--- src/rtl/rfs_pkg.sv ---
package rfs_pkg;

  typedef enum logic [2:0] {
    ST_IDLE,
    ST_SOF,
    ST_LOAD,
    ST_CHAR,
    ST_EOF,
    ST_FILL,
    ST_DRAIN
  } seq_state_t;

  localparam int SOF_ZEROS = 10;
  localparam int SOF_ONES  = 2;
  localparam int CHAR_BITS = 10;
  localparam int EOF_ZEROS = 10;
  localparam int FILL_ONES = 8;

endpackage

--- src/rtl/rfs_word_packer.sv ---
module rfs_word_packer #(
  parameter int WORD_W = 8,
  localparam int PH_W = $clog2(WORD_W)
) (
  input  logic              clk,
  input  logic              rst,
  input  logic              bit_valid_i,
  input  logic              bit_i,
  output logic              bit_ready_o,
  output logic              word_valid_o,
  output logic [WORD_W-1:0] word_data_o,
  input  logic              word_ready_i,
  output logic [PH_W-1:0]   fill_o
);

  logic [WORD_W-2:0] sh_q;
  logic [PH_W-1:0]   fill_q;
  logic              last_slot;
  logic              take_bit;

  assign last_slot   = (fill_q == PH_W'(WORD_W - 1));
  assign bit_ready_o = !(last_slot && word_valid_o && !word_ready_i);
  assign take_bit    = bit_valid_i && bit_ready_o;
  assign fill_o      = fill_q;

  always_ff @(posedge clk) begin
    if (rst) begin
      sh_q         <= '0;
      fill_q       <= '0;
      word_valid_o <= 1'b0;
      word_data_o  <= '0;
    end else begin
      if (word_valid_o && word_ready_i) begin
        word_valid_o <= 1'b0;
      end
      if (take_bit) begin
        fill_q <= fill_q + PH_W'(1);
        if (last_slot) begin
          word_data_o  <= ~{sh_q, bit_i};
          word_valid_o <= 1'b1;
        end else begin
          sh_q <= {sh_q[WORD_W-3:0], bit_i};
        end
      end
    end
  end

  // a stalled word is held unchanged
  p_hold_word_r7: assert property (@(posedge clk) disable iff (rst)
    (word_valid_o && !word_ready_i) |=> (word_valid_o && $stable(word_data_o)));

endmodule

--- src/rtl/rfs_bit_sequencer.sv ---
module rfs_bit_sequencer
  import rfs_pkg::*;
#(
  parameter int MAX_BYTES = 64,
  parameter int WORD_W    = 8,
  localparam int CNT_W = $clog2(MAX_BYTES + 1),
  localparam int PH_W  = $clog2(WORD_W)
) (
  input  logic             clk,
  input  logic             rst,
  input  logic             start_i,
  input  logic [CNT_W-1:0] nbytes_i,
  input  logic             byte_valid_i,
  input  logic [7:0]       byte_data_i,
  output logic             byte_ready_o,
  output logic             bit_valid_o,
  output logic             bit_o,
  input  logic             bit_ready_i,
  input  logic             word_accept_i,
  output logic             busy_o,
  output logic             drain_o,
  output logic             done_o
);

  localparam logic [3:0] SOF_LAST  = 4'(SOF_ZEROS + SOF_ONES - 1);
  localparam logic [3:0] SOF_Z     = 4'(SOF_ZEROS);
  localparam logic [3:0] CHAR_LAST = 4'(CHAR_BITS - 1);
  localparam logic [3:0] EOF_LAST  = 4'(EOF_ZEROS);
  localparam logic [3:0] EOF_Z     = 4'(EOF_ZEROS);
  localparam logic [3:0] FILL_LAST = 4'(FILL_ONES - 1);

  seq_state_t       state;
  logic [3:0]       cnt;
  logic [CNT_W-1:0] rem;
  logic [7:0]       data_q;
  logic [PH_W-1:0]  phase;
  logic [PH_W-1:0]  phase_n;
  logic [3:0]       didx;
  logic             fire;

  assign didx         = cnt - 4'd1;
  assign phase_n      = phase + PH_W'(1);
  assign byte_ready_o = (state == ST_LOAD);
  assign busy_o       = (state != ST_IDLE);
  assign drain_o      = (state == ST_DRAIN);
  assign bit_valid_o  = (state == ST_SOF) || (state == ST_CHAR) ||
                        (state == ST_EOF) || (state == ST_FILL);
  assign fire         = bit_valid_o && bit_ready_i;

  always_comb begin
    case (state)
      ST_SOF:  bit_o = (cnt >= SOF_Z);
      ST_CHAR: begin
        if (cnt == 4'd0)           bit_o = 1'b0;
        else if (cnt == CHAR_LAST) bit_o = 1'b1;
        else                       bit_o = data_q[didx[2:0]];
      end
      ST_EOF:  bit_o = (cnt >= EOF_Z);
      ST_FILL: bit_o = 1'b1;
      default: bit_o = 1'b0;
    endcase
  end

  always_ff @(posedge clk) begin
    if (rst) begin
      state  <= ST_IDLE;
      cnt    <= '0;
      rem    <= '0;
      data_q <= '0;
      phase  <= '0;
      done_o <= 1'b0;
    end else begin
      done_o <= 1'b0;
      case (state)
        ST_IDLE: begin
          if (start_i) begin
            rem   <= nbytes_i;
            cnt   <= '0;
            phase <= '0;
            state <= ST_SOF;
          end
        end
        ST_SOF: begin
          if (fire) begin
            phase <= phase_n;
            if (cnt == SOF_LAST) begin
              cnt   <= '0;
              state <= ST_LOAD;
            end else begin
              cnt <= cnt + 4'd1;
            end
          end
        end
        ST_LOAD: begin
          if (byte_valid_i) begin
            data_q <= byte_data_i;
            cnt    <= '0;
            state  <= ST_CHAR;
          end
        end
        ST_CHAR: begin
          if (fire) begin
            phase <= phase_n;
            if (cnt == CHAR_LAST) begin
              cnt   <= '0;
              rem   <= rem - CNT_W'(1);
              state <= (rem == CNT_W'(1)) ? ST_EOF : ST_LOAD;
            end else begin
              cnt <= cnt + 4'd1;
            end
          end
        end
        ST_EOF: begin
          if (fire) begin
            phase <= phase_n;
            if (cnt == EOF_LAST) begin
              cnt   <= '0;
              state <= ST_FILL;
            end else begin
              cnt <= cnt + 4'd1;
            end
          end
        end
        ST_FILL: begin
          if (fire) begin
            phase <= phase_n;
            if (cnt >= FILL_LAST && phase_n == '0) begin
              state <= ST_DRAIN;
            end else if (cnt < FILL_LAST) begin
              cnt <= cnt + 4'd1;
            end
          end
        end
        ST_DRAIN: begin
          if (word_accept_i) begin
            done_o <= 1'b1;
            state  <= ST_IDLE;
          end
        end
        default: state <= ST_IDLE;
      endcase
    end
  end

  // without a byte the sequencer keeps waiting
  p_wait_byte_r8: assert property (@(posedge clk) disable iff (rst)
    (state == ST_LOAD && !byte_valid_i) |=> (state == ST_LOAD));

  // a start during a frame never restarts the opening delimiter
  p_start_ignored_r9: assert property (@(posedge clk) disable iff (rst)
    (state != ST_IDLE && state != ST_SOF && start_i) |=> (state != ST_SOF));

endmodule

--- src/rtl/reader_frame_serializer.sv ---
module reader_frame_serializer #(
  parameter int MAX_BYTES = 64,
  parameter int WORD_W    = 8,
  localparam int CNT_W = $clog2(MAX_BYTES + 1),
  localparam int PH_W  = $clog2(WORD_W)
) (
  input  logic              clk,
  input  logic              rst,
  input  logic              start_i,
  input  logic [CNT_W-1:0]  nbytes_i,
  input  logic              byte_valid_i,
  input  logic [7:0]        byte_data_i,
  output logic              byte_ready_o,
  output logic              word_valid_o,
  output logic [WORD_W-1:0] word_data_o,
  input  logic              word_ready_i,
  output logic              busy_o,
  output logic              done_o
);

  logic            bit_valid;
  logic            bit_val;
  logic            bit_ready;
  logic            drain;
  logic [PH_W-1:0] fill;

  rfs_bit_sequencer #(
    .MAX_BYTES(MAX_BYTES),
    .WORD_W   (WORD_W)
  ) u_seq (
    .clk          (clk),
    .rst          (rst),
    .start_i      (start_i),
    .nbytes_i     (nbytes_i),
    .byte_valid_i (byte_valid_i),
    .byte_data_i  (byte_data_i),
    .byte_ready_o (byte_ready_o),
    .bit_valid_o  (bit_valid),
    .bit_o        (bit_val),
    .bit_ready_i  (bit_ready),
    .word_accept_i(word_valid_o && word_ready_i),
    .busy_o       (busy_o),
    .drain_o      (drain),
    .done_o       (done_o)
  );

  rfs_word_packer #(
    .WORD_W(WORD_W)
  ) u_pack (
    .clk         (clk),
    .rst         (rst),
    .bit_valid_i (bit_valid),
    .bit_i       (bit_val),
    .bit_ready_o (bit_ready),
    .word_valid_o(word_valid_o),
    .word_data_o (word_data_o),
    .word_ready_i(word_ready_i),
    .fill_o      (fill)
  );

  // padding leaves the packer on a word boundary before completion
  p_drain_aligned_r5: assert property (@(posedge clk) disable iff (rst)
    drain |-> (fill == '0 && word_valid_o));

  // completion is a single-cycle pulse seen only when idle
  p_done_pulse_r10: assert property (@(posedge clk) disable iff (rst)
    done_o |=> !done_o);
  p_done_idle_r10: assert property (@(posedge clk) disable iff (rst)
    done_o |-> !busy_o);

  // accepted byte counts are within range
  p_count_range_r11: assert property (@(posedge clk) disable iff (rst)
    (start_i && !busy_o) |-> (nbytes_i != '0 && nbytes_i <= CNT_W'(MAX_BYTES)));

endmodule

--- config.mk ---
export PLATFORM = sky130hd
export DESIGN_NAME = reader_frame_serializer
export DESIGN_NICKNAME = d
export VERILOG_FILES = /design/src/rtl/rfs_pkg.sv /design/src/rtl/rfs_word_packer.sv /design/src/rtl/rfs_bit_sequencer.sv /design/src/rtl/reader_frame_serializer.sv
export SDC_FILE = /design/constraint.sdc
export NUM_CORES = 1
export LEC_CHECK = 0
export BUFFER_PORTS_ARGS = -buffer_cell sky130_fd_sc_hd__buf_4
export CORE_UTILIZATION = 52
export CTS_BUF_LIST = sky130_fd_sc_hd__clkbuf_16
export DETAILED_ROUTE_END_ITERATION = 8
export PLACE_DENSITY_LB_ADDON = 0.2
export SYNTH_ARGS = -nofsm -noshare
export SYNTH_HDL_FRONTEND = slang
export SYNTH_SLANG_ARGS = --single-unit
--- constraint.sdc ---
create_clock -name clk -period 2 [get_ports clk]
set_input_delay 0.2 -clock clk [delete_from_list [all_inputs] [get_ports clk]]
set_output_delay 0.2 -clock clk [all_outputs]
set_load 0.01 [all_outputs]
==> results.rst <==
.. list-table::
   :header-rows: 1

   * - Metric
     - Value
   * - Most frequent cells in the layout
     - sky130_fd_sc_hd__buf_4 (56), sky130_fd_sc_hd__nor2_1 (46), sky130_fd_sc_hd__dfxtp_1 (43), sky130_fd_sc_hd__a21oi_1 (22), sky130_fd_sc_hd__mux2i_1 (18)
   * - Iteration-0 DRC count of the detailed router
     - 144
   * - Count of clock tree sinks
     - 45
   * - Synth Register Bits
     - 45
   * - Initial antenna violation count
     - 0
   * - Total wire length
     - 5300 um
   * - Clock Tree Root
     - sky130_fd_sc_hd__clkbuf_16
   * - Normalized max-slew margin
     - 66.9%
   * - Detailed Routing Iterations Pass 1
     - 4
   * - Routed Antenna Nets
     - 0
   * - Number of cells after detailed placement
     - 366
   * - Proportion of register bits with asynchronous set or reset after synthesis
     - 0%
   * - Slew Viols, Final
     - 0
   * - Post-route cell area
     - 0.00303 mm^2
   * - Sequential area share after synthesis
     - 37.4%
   * - Estimated wirelength of the detail-placed design
     - 3710 um
   * - P_leak
     - 1.27 nW
   * - Internal power of the cells
     - 0.00195 W
   * - Number of remaining DRC errors
     - 0
   * - Post-layout min period
     - 1.97 ns
   * - Number of vias in the routed layout
     - 2078
   * - Average cell area after synthesis
     - 8.76 um^2
   * - Net count after synthesis
     - 305
   * - Total number of placement rows
     - 24
   * - PortBufs
     - 31
   * - Tot GR Track Use
     - 23.1%
   * - Max VDD drop
     - 0.828 mV
   * - Power share of the sequential group
     - 38.0%
   * - DIE AREA
     - 0.00491 mm^2
   * - Number of nets in the layout
     - 353
   * - Maximum number of buffers from clock root to sink
     - 2
   * - Unrepaired setup endpoints after global routing
     - yes
   * - Layout cells sized above 1
     - 26.9%
   * - Layout Skew
     - 0.00328 ns
   * - Die outline width
     - 70.1 um
   * - Non-filler cells, final
     - 375
   * - Worst min path class
     - primary input to flip-flop
   * - Maximum level of the CTS H-tree
     - 2
   * - Area added between synthesis and finish
     - 25.8%
   * - Main synth FF type
     - sky130_fd_sc_hd__dfxtp_1
   * - Core footprint
     - 0.00441 mm^2
   * - Pwr per Cell Area
     - 916 mW/mm^2
   * - Power dissipated by switching net loads
     - 0.000823 W
   * - Final weighted congestion of routability-driven global placement
     - 0.895
   * - Total overflow reported by the global router
     - 0
   * - Largest driver fanout on the critical path
     - 4
   * - Count of synthesis-stage warnings from yosys
     - 0
   * - Worst Hold Slack
     - 0.149 ns
   * - Highest attainable clock frequency
     - 507 MHz
   * - Placed instance area
     - 0.00279 mm^2
   * - Required time of the critical path
     - 2.21 ns
   * - Cell area after technology mapping
     - 0.00241 mm^2
   * - CP Data Arrival Time
     - 2.18 ns
   * - Final period util
     - 98.6%
   * - Drt via density
     - 5.54
   * - Total count of hold-check failures in the final report
     - 0
   * - DR WL/cell
     - 14.1 um
   * - First-pass GRT wire length
     - 9100 um
   * - Clock power share
     - 33.4%
   * - Starting utilization of the core area
     - 54.6%
   * - Final setup violating endpoints
     - 0
   * - CTS clk-pin slew, worst paths
     - 0.06 ns
   * - Setup total negative slack
     - 0 ns
   * - Combinational share of power
     - 28.6%
   * - Run status
     - complete, no violations
   * - Critical Path Start Type
     - flip-flop
   * - Distinct cells, synth
     - 59
   * - Height of the chip
     - 70.1 um
   * - IO Pins
     - 32
   * - Antenna Cells
     - 0
   * - Critical path type
     - flip-flop to flip-flop
   * - Largest net degree at the start of global routing
     - 47
   * - Count of max-cap constraint violations
     - 0
   * - Worst-margin pin slew
     - 0.492 ns
   * - Count of flip-flops with a built-in enable after synthesis
     - 0
   * - Critical Path End Type
     - flip-flop
   * - Clock tree from TritonCTS
     - yes
   * - Most common library cell in the layout ignoring fill and taps
     - sky130_fd_sc_hd__buf_4
   * - Via count of the first global-routing pass
     - 1939
   * - Power after layout
     - 0.00278 W
   * - Cells after Synth
     - 275
   * - Number of buffers created by CTS
     - 5
   * - Fraction of power spent switching nets
     - 29.6%
   * - Clock Latency Late Sink
     - 0.28 ns
area by class of cell:
cell class,count,area [um^2]
inverter,8,32.5
sequential,45,906
fill,364,1380
timing repair buffer,56,420
clock buffer,5,125
multi-input combinational,207,1440
tap,52,65.1
clock inverter,2,38.8
critical path: stages, from the launching register on:
cell and delay (ns):
sky130_fd_sc_hd__dfxtp_4 0.38, sky130_fd_sc_hd__inv_4 0.04, sky130_fd_sc_hd__ha_4 0.26, sky130_fd_sc_hd__mux4_2 0.49, sky130_fd_sc_hd__o211ai_1 0.12, sky130_fd_sc_hd__o311ai_2 0.15
sky130_fd_sc_hd__or3_1 0.34, sky130_fd_sc_hd__a21oi_1 0.12
synthesized netlist by cell type (2+ instances only):
| cell type | n | area (um^2) |
|---|---|---|
| sky130_fd_sc_hd__a211oi_1 | 4 | 30.0 |
| sky130_fd_sc_hd__nand2_1 | 16 | 60.1 |
| sky130_fd_sc_hd__dfxtp_1 | 45 | 901 |
| sky130_fd_sc_hd__mux2i_1 | 18 | 180 |
| sky130_fd_sc_hd__ha_1 | 10 | 125 |
| sky130_fd_sc_hd__nand3b_1 | 5 | 37.5 |
| sky130_fd_sc_hd__nor3b_1 | 3 | 22.5 |
| sky130_fd_sc_hd__nor4_1 | 2 | 12.5 |
| sky130_fd_sc_hd__and3_1 | 4 | 25.0 |
| sky130_fd_sc_hd__mux4_2 | 2 | 45.0 |
| sky130_fd_sc_hd__and2_1 | 3 | 18.8 |
| sky130_fd_sc_hd__buf_2 | 2 | 10.0 |
| sky130_fd_sc_hd__nor3_1 | 3 | 15.0 |
| sky130_fd_sc_hd__a2bb2oi_1 | 2 | 17.5 |
| sky130_fd_sc_hd__buf_6 | 4 | 45.0 |
| sky130_fd_sc_hd__a31oi_1 | 3 | 18.8 |
| sky130_fd_sc_hd__xnor2_1 | 2 | 17.5 |
| sky130_fd_sc_hd__o21ai_1 | 5 | 25.0 |
| sky130_fd_sc_hd__a31o_1 | 3 | 26.3 |
| sky130_fd_sc_hd__a21o_1 | 3 | 22.5 |
| sky130_fd_sc_hd__nand2b_1 | 3 | 18.8 |
| sky130_fd_sc_hd__nand4_1 | 2 | 12.5 |
| sky130_fd_sc_hd__inv_1 | 8 | 30.0 |
| sky130_fd_sc_hd__and3b_1 | 3 | 26.3 |
| sky130_fd_sc_hd__clkbuf_1 | 8 | 30.0 |
| sky130_fd_sc_hd__o22ai_1 | 2 | 12.5 |
| sky130_fd_sc_hd__or3_1 | 5 | 31.3 |
| sky130_fd_sc_hd__a21oi_1 | 24 | 120 |
| sky130_fd_sc_hd__nand3_1 | 5 | 25.0 |
| sky130_fd_sc_hd__nor2_1 | 47 | 176 |
cell families (layout without fill, tap and decap cells):
group	count (synthesis)	after routing	share of synthesized area, %
and+or+nand+nor	112	112	24.5
AOI/OAI and AO/OA	62	62	17.4
DFF	45	45	37.4
buffers and inverters	23	71	4.93
muxes	21	21	9.81
adders and majority gates	10	10	5.19
xor gates and xnor gates	2	2	0.727
power groups by stage:
| stage | registers, W | logic, W | clock network, W |
|---|---|---|---|
| after floorplan | 0.00104 | 0.000534 | 0 |
| after global placement | 0.00106 | 0.000734 | 0 |
| after detailed placement | 0.00107 | 0.000750 | 0 |
| after CTS | 0.00105 | 0.000774 | 0.000943 |
| after global routing | 0.00106 | 0.000884 | 0.000986 |
| final | 0.00105 | 0.000795 | 0.000928 |
routing by layer:
layer	routed length, um	GRT usage [%]
met1	2530	31.4
met2	2550	38.1
met3	181	3.46
met4	38	6.00
met5	0	0
state kept, by name (all words and copies together), names as in the netlist:
register and cells:
u_pack.word_data_o 8, u_seq.data_q 8, u_pack.sh_q 7, u_seq.rem 7, u_seq.cnt 4, u_pack.fill_o 3
u_seq.phase 3, u_seq.state 3, u_pack.word_valid_o 1, u_seq.done_o 1
final timing paths:
path | start | endpoint | slack, ns | cells after the start
max | u_seq.cnt[0]$_SDFFE_PP0P_ | u_pack.word_data_o[0]$_SDFFE_PP0P_ | 0.03 | 7
min | byte_data_i[0] | u_seq.data_q[0]$_SDFFE_PP0P_ | 0.15 | 3
max reg2reg | u_seq.cnt[0]$_SDFFE_PP0P_ | u_pack.word_data_o[0]$_SDFFE_PP0P_ | 0.03 | 7
min reg2reg | u_pack.word_data_o[7]$_SDFFE_PP0P_ | u_pack.word_data_o[7]$_SDFFE_PP0P_ | 0.48 | 2
stage by stage:
| step | util, % | setup slack, ns |
|---|---|---|
| after floorplan | - | 0.0173 |
| after global placement | 63.3 | 0.0513 |
| after detailed placement | 63.3 | -0.0620 |
| after CTS | 67.6 | 0.0149 |
| after global routing | 68.7 | -0.0338 |
| final | 68.7 | 0.0290 |
repair_timing:
action | CTS | global route
setup buffers | 1 | 1
hold endpoints to repair | 0 | 0
setup endpoints to repair | 1 | 11
hold buffers | 0 | 0
pin swaps | 1 | 1
resized for setup | 4 | 12
No activity file was read; power rests on OpenSTA's default activity.
